`src/rtl/tis_rx_pkg.sv`:
```
// Shared constants and types of the response receive sequencer.
// Assumes a 32-bit status word with the burst count in bits 23:8.
package tis_rx_pkg;

    localparam int STS_VALID_BIT = 7;
    localparam int STS_AVAIL_BIT = 4;
    localparam int BURST_LSB     = 8;
    localparam int BURST_W       = 16;
    localparam int HDR_BYTES     = 6;
    localparam logic [31:0] CMD_READY_WORD = 32'h0000_0040;

    typedef enum logic [2:0] {
        RX_OK       = 3'd0,
        RX_TIMEOUT  = 3'd1,
        RX_STUCK    = 3'd2,
        RX_BAD_SIZE = 3'd3,
        RX_BAD_MSG  = 3'd4
    } rx_err_e;

    typedef enum logic [2:0] {
        ST_IDLE,
        ST_WAIT_DATA,
        ST_GAP,
        ST_BURST_CHK,
        ST_POLL_BURST,
        ST_READ,
        ST_WAIT_VALID,
        ST_WR_READY
    } rx_state_e;

endpackage

```
`src/rtl/tis_poll_pacer.sv`:
```
// Poll pacing for the receive sequencer.
// Counts consecutive unsatisfied observations and flags the one that reaches
// POLL_LIMIT; also times the idle gap between two status reads.
// Assumes the caller asserts clr whenever a wait is satisfied or restarted.
module tis_poll_pacer #(
    parameter int POLL_LIMIT = 16,
    parameter int POLL_GAP   = 3
) (
    input  logic clk,
    input  logic rst_n,
    input  logic clr,
    input  logic miss,
    input  logic gap_load,
    output logic last_miss,
    output logic gap_done
);
    localparam int CNT_W = $clog2(POLL_LIMIT + 1);
    localparam int GAP_W = $clog2(POLL_GAP + 2);

    logic [CNT_W-1:0] miss_cnt;
    logic [GAP_W-1:0] gap_cnt;

    assign last_miss = miss && (miss_cnt == CNT_W'(POLL_LIMIT - 1));
    assign gap_done  = (gap_cnt == '0);

    // Consecutive-miss counter, restarted on success or when the limit is hit.
    always_ff @(posedge clk) begin
        if (!rst_n)                miss_cnt <= '0;
        else if (clr || last_miss) miss_cnt <= '0;
        else if (miss)             miss_cnt <= miss_cnt + 1'b1;
    end

    // Gap timer between polls.
    always_ff @(posedge clk) begin
        if (!rst_n)            gap_cnt <= '0;
        else if (gap_load)     gap_cnt <= GAP_W'(POLL_GAP);
        else if (gap_cnt != 0) gap_cnt <= gap_cnt - 1'b1;
    end

    // the miss count never reaches the limit without an abort.
    p_miss_bounded_r5: assert property (@(posedge clk) disable iff (!rst_n)
        miss_cnt < CNT_W'(POLL_LIMIT));

endmodule

```
`src/rtl/tis_hdr_len.sv`:
```
// Header length capture.
// Keeps the last three received bytes so that, together with the byte being
// read now, a big-endian 32-bit length is available when header byte 5 lands.
// Also judges that length against the header size and the buffer limit.
// Assumes LEN_W <= 32.
module tis_hdr_len
    import tis_rx_pkg::*;
#(
    parameter int LEN_W = 16
) (
    input  logic             clk,
    input  logic             rst_n,
    input  logic             clr,
    input  logic             shift_en,
    input  logic [7:0]       byte_in,
    input  logic [LEN_W-1:0] limit,
    output logic [LEN_W-1:0] len_out,
    output logic             len_bad
);
    logic [23:0] hist;
    logic [31:0] len_full;

    assign len_full = {hist, byte_in};
    assign len_out  = len_full[LEN_W-1:0];
    assign len_bad  = (len_full < 32'(HDR_BYTES)) || (len_full > 32'(limit));

    // Byte history shift register, oldest byte most significant.
    always_ff @(posedge clk) begin
        if (!rst_n || clr) hist <= '0;
        else if (shift_en) hist <= {hist[15:0], byte_in};
    end

endmodule

```
`src/rtl/tis_rx_seq.sv`:
```
// Response receive sequencer (top).
// Drains a reply from the data FIFO register with paced status polling,
// burst-limited reads, header length decode and final command-ready write.
// Assumes a request/acknowledge bus: bus_req with its attributes stays stable
// until a one-cycle bus_ack that also carries read data.
module tis_rx_seq
    import tis_rx_pkg::*;
#(
    parameter int LEN_W      = 16,
    parameter int POLL_LIMIT = 16,
    parameter int POLL_GAP   = 3
) (
    input  logic             clk,
    input  logic             rst_n,
    input  logic             start,
    input  logic [LEN_W-1:0] buf_limit,
    output logic             busy,
    output logic             bus_req,
    output logic             bus_we,
    output logic             bus_fifo,
    output logic [31:0]      bus_wdata,
    input  logic [31:0]      bus_rdata,
    input  logic             bus_ack,
    output logic             byte_valid,
    output logic [7:0]       byte_data,
    output logic [LEN_W-1:0] byte_index,
    output logic             done,
    output logic [LEN_W-1:0] done_count,
    output logic [2:0]       done_err
);
    rx_state_e          st, ret_st;
    logic [LEN_W-1:0]   off, exp_cnt, lim_q;
    logic [BURST_W-1:0] burst;

    logic               sts_valid, sts_avail, sts_both;
    logic [BURST_W-1:0] sts_burst;
    logic               more_bytes, sixth;
    logic               pace_clr, pace_miss, gap_load, last_miss, gap_done;
    logic               hdr_clr, hdr_shift, len_bad;
    logic [LEN_W-1:0]   len_dec;

    assign sts_valid  = bus_rdata[STS_VALID_BIT];
    assign sts_avail  = bus_rdata[STS_AVAIL_BIT];
    assign sts_both   = sts_valid && sts_avail;
    assign sts_burst  = bus_rdata[BURST_LSB +: BURST_W];
    assign more_bytes = (burst != '0) && (off < exp_cnt);
    assign sixth      = (off == LEN_W'(HDR_BYTES - 1));
    assign busy       = (st != ST_IDLE);

    // Bus request decode from the current state.
    always_comb begin
        bus_req   = 1'b0;
        bus_we    = 1'b0;
        bus_fifo  = 1'b0;
        bus_wdata = '0;
        case (st)
            ST_WAIT_DATA, ST_POLL_BURST, ST_WAIT_VALID: bus_req = 1'b1;
            ST_READ: begin
                bus_req  = more_bytes;
                bus_fifo = 1'b1;
            end
            ST_WR_READY: begin
                bus_req   = 1'b1;
                bus_we    = 1'b1;
                bus_wdata = CMD_READY_WORD;
            end
            default: ;
        endcase
    end

    // Poll bookkeeping: which observations satisfy or miss the current wait.
    always_comb begin
        pace_clr  = 1'b0;
        pace_miss = 1'b0;
        case (st)
            ST_IDLE:       pace_clr = start;
            ST_WAIT_DATA: begin
                pace_clr  = bus_ack && sts_both;
                pace_miss = bus_ack && !sts_both;
            end
            ST_BURST_CHK: begin
                pace_clr  = (burst != '0);
                pace_miss = (burst == '0);
            end
            ST_WAIT_VALID: begin
                pace_clr  = bus_ack && sts_valid;
                pace_miss = bus_ack && !sts_valid;
            end
            default: ;
        endcase
    end

    assign gap_load  = pace_miss && !last_miss;
    assign hdr_clr   = (st == ST_IDLE) && start;
    assign hdr_shift = (st == ST_READ) && bus_ack;

    tis_poll_pacer #(.POLL_LIMIT(POLL_LIMIT), .POLL_GAP(POLL_GAP)) u_pace (
        .clk       (clk),
        .rst_n     (rst_n),
        .clr       (pace_clr),
        .miss      (pace_miss),
        .gap_load  (gap_load),
        .last_miss (last_miss),
        .gap_done  (gap_done)
    );

    tis_hdr_len #(.LEN_W(LEN_W)) u_hdr (
        .clk      (clk),
        .rst_n    (rst_n),
        .clr      (hdr_clr),
        .shift_en (hdr_shift),
        .byte_in  (bus_rdata[7:0]),
        .limit    (lim_q),
        .len_out  (len_dec),
        .len_bad  (len_bad)
    );

    // Main sequence: state, counters, byte stream and completion report.
    always_ff @(posedge clk) begin
        if (!rst_n) begin
            st         <= ST_IDLE;
            ret_st     <= ST_IDLE;
            off        <= '0;
            exp_cnt    <= '0;
            lim_q      <= '0;
            burst      <= '0;
            byte_valid <= 1'b0;
            byte_data  <= '0;
            byte_index <= '0;
            done       <= 1'b0;
            done_count <= '0;
            done_err   <= RX_OK;
        end else begin
            byte_valid <= 1'b0;
            done       <= 1'b0;
            case (st)
                ST_IDLE: if (start) begin
                    lim_q   <= buf_limit;
                    exp_cnt <= buf_limit;
                    off     <= '0;
                    burst   <= '0;
                    st      <= ST_WAIT_DATA;
                end
                ST_WAIT_DATA: if (bus_ack) begin
                    if (sts_both) begin
                        burst <= sts_burst;
                        st    <= ST_BURST_CHK;
                    end else if (last_miss) begin
                        done       <= 1'b1;
                        done_err   <= RX_TIMEOUT;
                        done_count <= off;
                        st         <= ST_IDLE;
                    end else begin
                        ret_st <= ST_WAIT_DATA;
                        st     <= ST_GAP;
                    end
                end
                ST_GAP: if (gap_done) st <= ret_st;
                ST_BURST_CHK: begin
                    if (burst != '0) begin
                        st <= ST_READ;
                    end else if (last_miss) begin
                        done       <= 1'b1;
                        done_err   <= RX_STUCK;
                        done_count <= off;
                        st         <= ST_IDLE;
                    end else begin
                        ret_st <= ST_POLL_BURST;
                        st     <= ST_GAP;
                    end
                end
                ST_POLL_BURST: if (bus_ack) begin
                    burst <= sts_burst;
                    st    <= ST_BURST_CHK;
                end
                ST_READ: begin
                    if (!more_bytes) begin
                        st <= ST_WAIT_VALID;
                    end else if (bus_ack) begin
                        byte_valid <= 1'b1;
                        byte_data  <= bus_rdata[7:0];
                        byte_index <= off;
                        off        <= off + 1'b1;
                        burst      <= burst - 1'b1;
                        if (sixth) begin
                            if (len_bad) begin
                                done       <= 1'b1;
                                done_err   <= RX_BAD_SIZE;
                                done_count <= off + 1'b1;
                                st         <= ST_IDLE;
                            end else begin
                                exp_cnt <= len_dec;
                            end
                        end
                    end
                end
                ST_WAIT_VALID: if (bus_ack) begin
                    if (sts_valid) begin
                        if ((off == exp_cnt) || !sts_avail) begin
                            if (sts_avail) begin
                                done       <= 1'b1;
                                done_err   <= RX_BAD_MSG;
                                done_count <= off;
                                st         <= ST_IDLE;
                            end else begin
                                st <= ST_WR_READY;
                            end
                        end else begin
                            burst <= sts_burst;
                            st    <= ST_BURST_CHK;
                        end
                    end else if (last_miss) begin
                        done       <= 1'b1;
                        done_err   <= RX_TIMEOUT;
                        done_count <= off;
                        st         <= ST_IDLE;
                    end else begin
                        ret_st <= ST_WAIT_VALID;
                        st     <= ST_GAP;
                    end
                end
                ST_WR_READY: if (bus_ack) begin
                    done       <= 1'b1;
                    done_err   <= RX_OK;
                    done_count <= off;
                    st         <= ST_IDLE;
                end
                default: st <= ST_IDLE;
            endcase
        end
    end

    // no bus traffic while idle.
    p_idle_quiet_r10: assert property (@(posedge clk) disable iff (!rst_n)
        !busy |-> !bus_req);

    // a pending request is held until acknowledged.
    p_req_held_r2: assert property (@(posedge clk) disable iff (!rst_n)
        (bus_req && !bus_ack) |=> bus_req);

    // no byte index at or beyond the caller's limit.
    p_index_below_limit_r2: assert property (@(posedge clk) disable iff (!rst_n)
        byte_valid |-> (byte_index < lim_q));

    // the only write is command ready to status.
    p_ready_write_r8: assert property (@(posedge clk) disable iff (!rst_n)
        (bus_req && bus_we) |-> (!bus_fifo && bus_wdata == CMD_READY_WORD));

    // a clean finish follows an acknowledged write.
    p_ok_after_write_r8: assert property (@(posedge clk) disable iff (!rst_n)
        (done && done_err == RX_OK) |-> $past(bus_ack && bus_we));

    // a size abort always reports the full header.
    p_badsize_count_r4: assert property (@(posedge clk) disable iff (!rst_n)
        (done && done_err == RX_BAD_SIZE) |-> (done_count == LEN_W'(HDR_BYTES)));

    // completion is a single-cycle pulse.
    p_done_single_r9: assert property (@(posedge clk) disable iff (!rst_n)
        done |=> !done);

endmodule

```
`config.mk`:
```
export PLATFORM = sky130hd
export DESIGN_NAME = tis_rx_seq
export DESIGN_NICKNAME = d
export VERILOG_FILES = /design/src/rtl/tis_rx_pkg.sv /design/src/rtl/tis_poll_pacer.sv /design/src/rtl/tis_hdr_len.sv /design/src/rtl/tis_rx_seq.sv
export SDC_FILE = /design/constraint.sdc
export NUM_CORES = 1
export LEC_CHECK = 0
export BUFFER_PORTS_ARGS = -buffer_cell sky130_fd_sc_hd__buf_2
export CAP_MARGIN = 30
export CORE_MARGIN = 2
export CORE_UTILIZATION = 30
export DETAILED_ROUTE_END_ITERATION = 16
export GPL_TIMING_DRIVEN = 0
export PLACE_DENSITY_LB_ADDON = 0.12
export SKIP_LAST_GASP = 1
export SLEW_MARGIN = 30
export SYNTH_ARGS = -nofsm -noshare
export SYNTH_HDL_FRONTEND = slang
export SYNTH_SLANG_ARGS = --single-unit
export TNS_END_PERCENT = 1
```
`constraint.sdc`:
```
create_clock -name clk -period 3.8 [get_ports clk]
set_input_delay 0.19 -clock clk [delete_from_list [all_inputs] [get_ports clk]]
set_output_delay 0.19 -clock clk [all_outputs]
set_load 0.03 [all_outputs]
```
==> flow_summary.ini <==
[synth]
synth_cell_types = 75
ys_ff_latch = 147
ys.flop_type = dfxtp_1
ys_async_sr_fraction_pct = 0
synthCells = 1019
postSynthAreaPerCell_um2 = 7.98
ys_seq_area_share_pct = 36.2
yosysWarnings = 0
synth_edf_count = 0
synth_area_um2 = 8130

[finish]
antennaDiodeCount = 0
mostFrequentLayoutCell = nand2_1
final_cell_area_um2 = 9770
fin_nets = 1255
layout_common_cells = nand2_1, dfxtp_1, a21oi_1, buf_2, nor2_1
syn2layout_area_growth_pct = 20.2
drive_above_1_share_pct = 16.9
nFillCells = 2876

[worst_setup_path]
cp.arrival_ns = 3.83
timing.rr.end = done_count[1]
critPathLaunchType = flop
cp-end-kind = flop
cpMaxStageDelayCell = or3b_2
crit_chain = inv_1 -> ha_1 -> nand4_1 -> nor4_1 -> a21oi_1 -> or3b_2 -> a211oi_4 -> a31oi_4 -> buf_6 -> o2bb2ai_1
reg2reg_depth = 10
crit_start = off[0]
r2r_slack_ns = 0.29
worst-setup-path-type = flop to flop
path_max_fanout = 10
regToRegStartpoint = off[0]
cpPeakStageDelay_ns = 0.57
cp_data_required_time_ns = 4.11
endpoint = done_count[1]

[power_and_ir_drop]
p_leak_nw = 4.05
p_per_area_nw_per_um2 = 659
ir_drop_mv = 0.286

[die]
die_x_um = 169
ios = 133
dieArea_um2 = 28400
core_um2 = 26800
rows = 60
start_util_pct = 30.3
fp.dieH_um = 169

[clocking]
numCtsBuffers = 17
cts.sink_count = 147
cts_hold_buf = 4
cts_tree = built
clk_pin_slew_ns = 0.07
insertion_delay_ns = 0.43
post_cts_buffers = 0
ctsRootBufferMaster = clkbuf_16
h-tree-depth = 4
clk_path_buf_depth = 2
cts_resized = 0

[routing]
via_per_inst = 5.02
vias = 7614
wl_mm = 26.6
drc = 0
antenna_left = 0
wl_per_cell_um = 17.6
drtPass1Iterations = 6
drt_iter0_drc = 599

[sta]
finalMaxSlewViolations = 0
period_minus_slack_ns = 3.51
hold_viol = 0
fmax_ghz = 0.285
setup_viol = 0
rsz0062_at_grt = false
tns_ns = 0
setup_ws_ns = 0.286
post-route-period-util_pct = 92.5
max_slew_margin_pct = 40.1
worstMarginPinSlew_ns = 0.899
holdWs_ns = 0.00417
finClkSkew_ns = 0.0135

[flow_run]
cap_viol_max_count = 0

[grt]
grt_pass1_wl_mm = 41.5
grt_pass1_vias = 7278
antenna_found_initial = 0
grt_overflow_total = 0
grt_usage_pct = 18.8
grt_max_degree = 17

[placed_design]
place_ws_ns = 0.297
dpl_cell_area_um2 = 9130
gp_congestion = 0.845
port_buffers = 92
hpwlAfterDp_mm = 20.1

[hold_path]
hp-class = input pin to flop
hold_depth = 3

[outcome]
status = finished, final reports clean
## power by group
group          switching [mW]  internal (mW)
clock network           0.770          0.989
registers               0.157           1.75
logic                    1.82          0.953
total                    2.74           3.69
## flip-flops by register name, summed over array words and instances, names as in the netlist
register	count
ret_st	3
byte_valid	1
u_hdr.hist	24
lim_q	16
done_count	16
done_err	3
burst	16
u_pace.gap_cnt	3
st	3
exp_cnt	16
u_pace.miss_cnt	5
off	16
byte_data	8
byte_index	16
done	1
## worst max-delay path, delay by kind of cell, from the launching register on
kind            cells  cell delay (ns)
simple gates        3             1.19
compound gates      4             1.01
flops               1             0.54
buf+inv             2             0.32
fa+ha+maj           1             0.31
## per-stage QoR
stage,cells,util (%),power [mW]
6_report,1517,36.5,6.44
5_1_grt,1517,36.5,6.88
4_1_cts,1517,36.5,6.48
3_5_place_dp,1482,34.1,4.69
3_3_place_gp,1482,34.1,4.70
2_1_floorplan,1049,-,3.93
## cell families (layout without fill, tap and decap cells)
| family | count (synthesis) | after routing | synth area share, % |
|---|---|---|---|
| multiplexers | 38 | 38 | 4.92 |
| other | 1 | 31 | 0.0461 |
| XOR/XNOR | 11 | 11 | 1.18 |
| buffers and inverters | 156 | 283 | 9.16 |
| AND/OR/NAND/NOR | 348 | 348 | 19.4 |
| adder cells (fa/ha/maj) | 39 | 39 | 6.00 |
| AO/OA/AOI/OAI | 279 | 279 | 23.1 |
| flip-flops | 147 | 147 | 36.2 |
## final cells by class
cell class                 instances  area (um^2)  area share [%]
tap                              341          427            4.37
inverter                          51          191            1.96
timing repair buffer              96          500            5.12
sequential                       147         2940            30.1
multi-input combinational        746         4560            46.6
buffer                           105          553            5.66
clock inverter                    14          176            1.81
clock buffer                      17          425            4.35
## metal layers
layer | up-vias | part of all wire [%] | routed length (um) | GRT usage, %
met2 | 197 | 45 | 12100 | 30.7
li1 | 3847 | - | - | -
met1 | 3549 | 49 | 12900 | 25.6
met3 | 21 | 5.0 | 1330 | 3.67
met5 | - | 0 | 0 | 0
met4 | 0 | 1.1 | 285 | 4.42
## worst min path at each step
stage	start	end	slack [ns]
global route	buf_limit[10]	lim_q[10]	0.02
finish	buf_limit[1]	lim_q[1]	0.004
detailed placement	lim_q[4]	lim_q[4]	0.45
global placement	lim_q[12]	lim_q[12]	0.44
CTS	buf_limit[1]	lim_q[1]	0.0001
floorplan	buf_limit[10]	lim_q[10]	0.33
## synthesized netlist by cell type, types with 4 or more instances
cell / count / area [um^2]
a211oi_1: 14 / 105
a21oi_1: 121 / 606
a221oi_1: 8 / 70.1
a22o_1: 5 / 43.8
a311oi_1: 22 / 193
a31oi_1: 6 / 37.5
a32o_1: 6 / 60.1
and3_1: 7 / 43.8
buf_1: 6 / 22.5
buf_2: 7 / 35.0
buf_4: 34 / 255
clkbuf_1: 55 / 206
dfxtp_1: 147 / 2940
ha_1: 39 / 488
inv_1: 49 / 184
mux2_4: 4 / 60.1
mux2i_1: 34 / 340
nand2_1: 154 / 578
nand2b_1: 4 / 25.0
nand3_1: 11 / 55.1
nand4_1: 17 / 106
nor2_1: 98 / 368
nor3_1: 17 / 85.1
nor4_1: 10 / 62.6
o21ai_0: 35 / 175
o21ai_1: 6 / 30.0
o22ai_1: 11 / 68.8
o2bb2ai_1: 5 / 43.8
o2bb2ai_2: 9 / 135
or4_1: 6 / 45.0
xnor2_1: 4 / 35.0
xor2_1: 7 / 61.3
(Power assumes the default switching activity.)
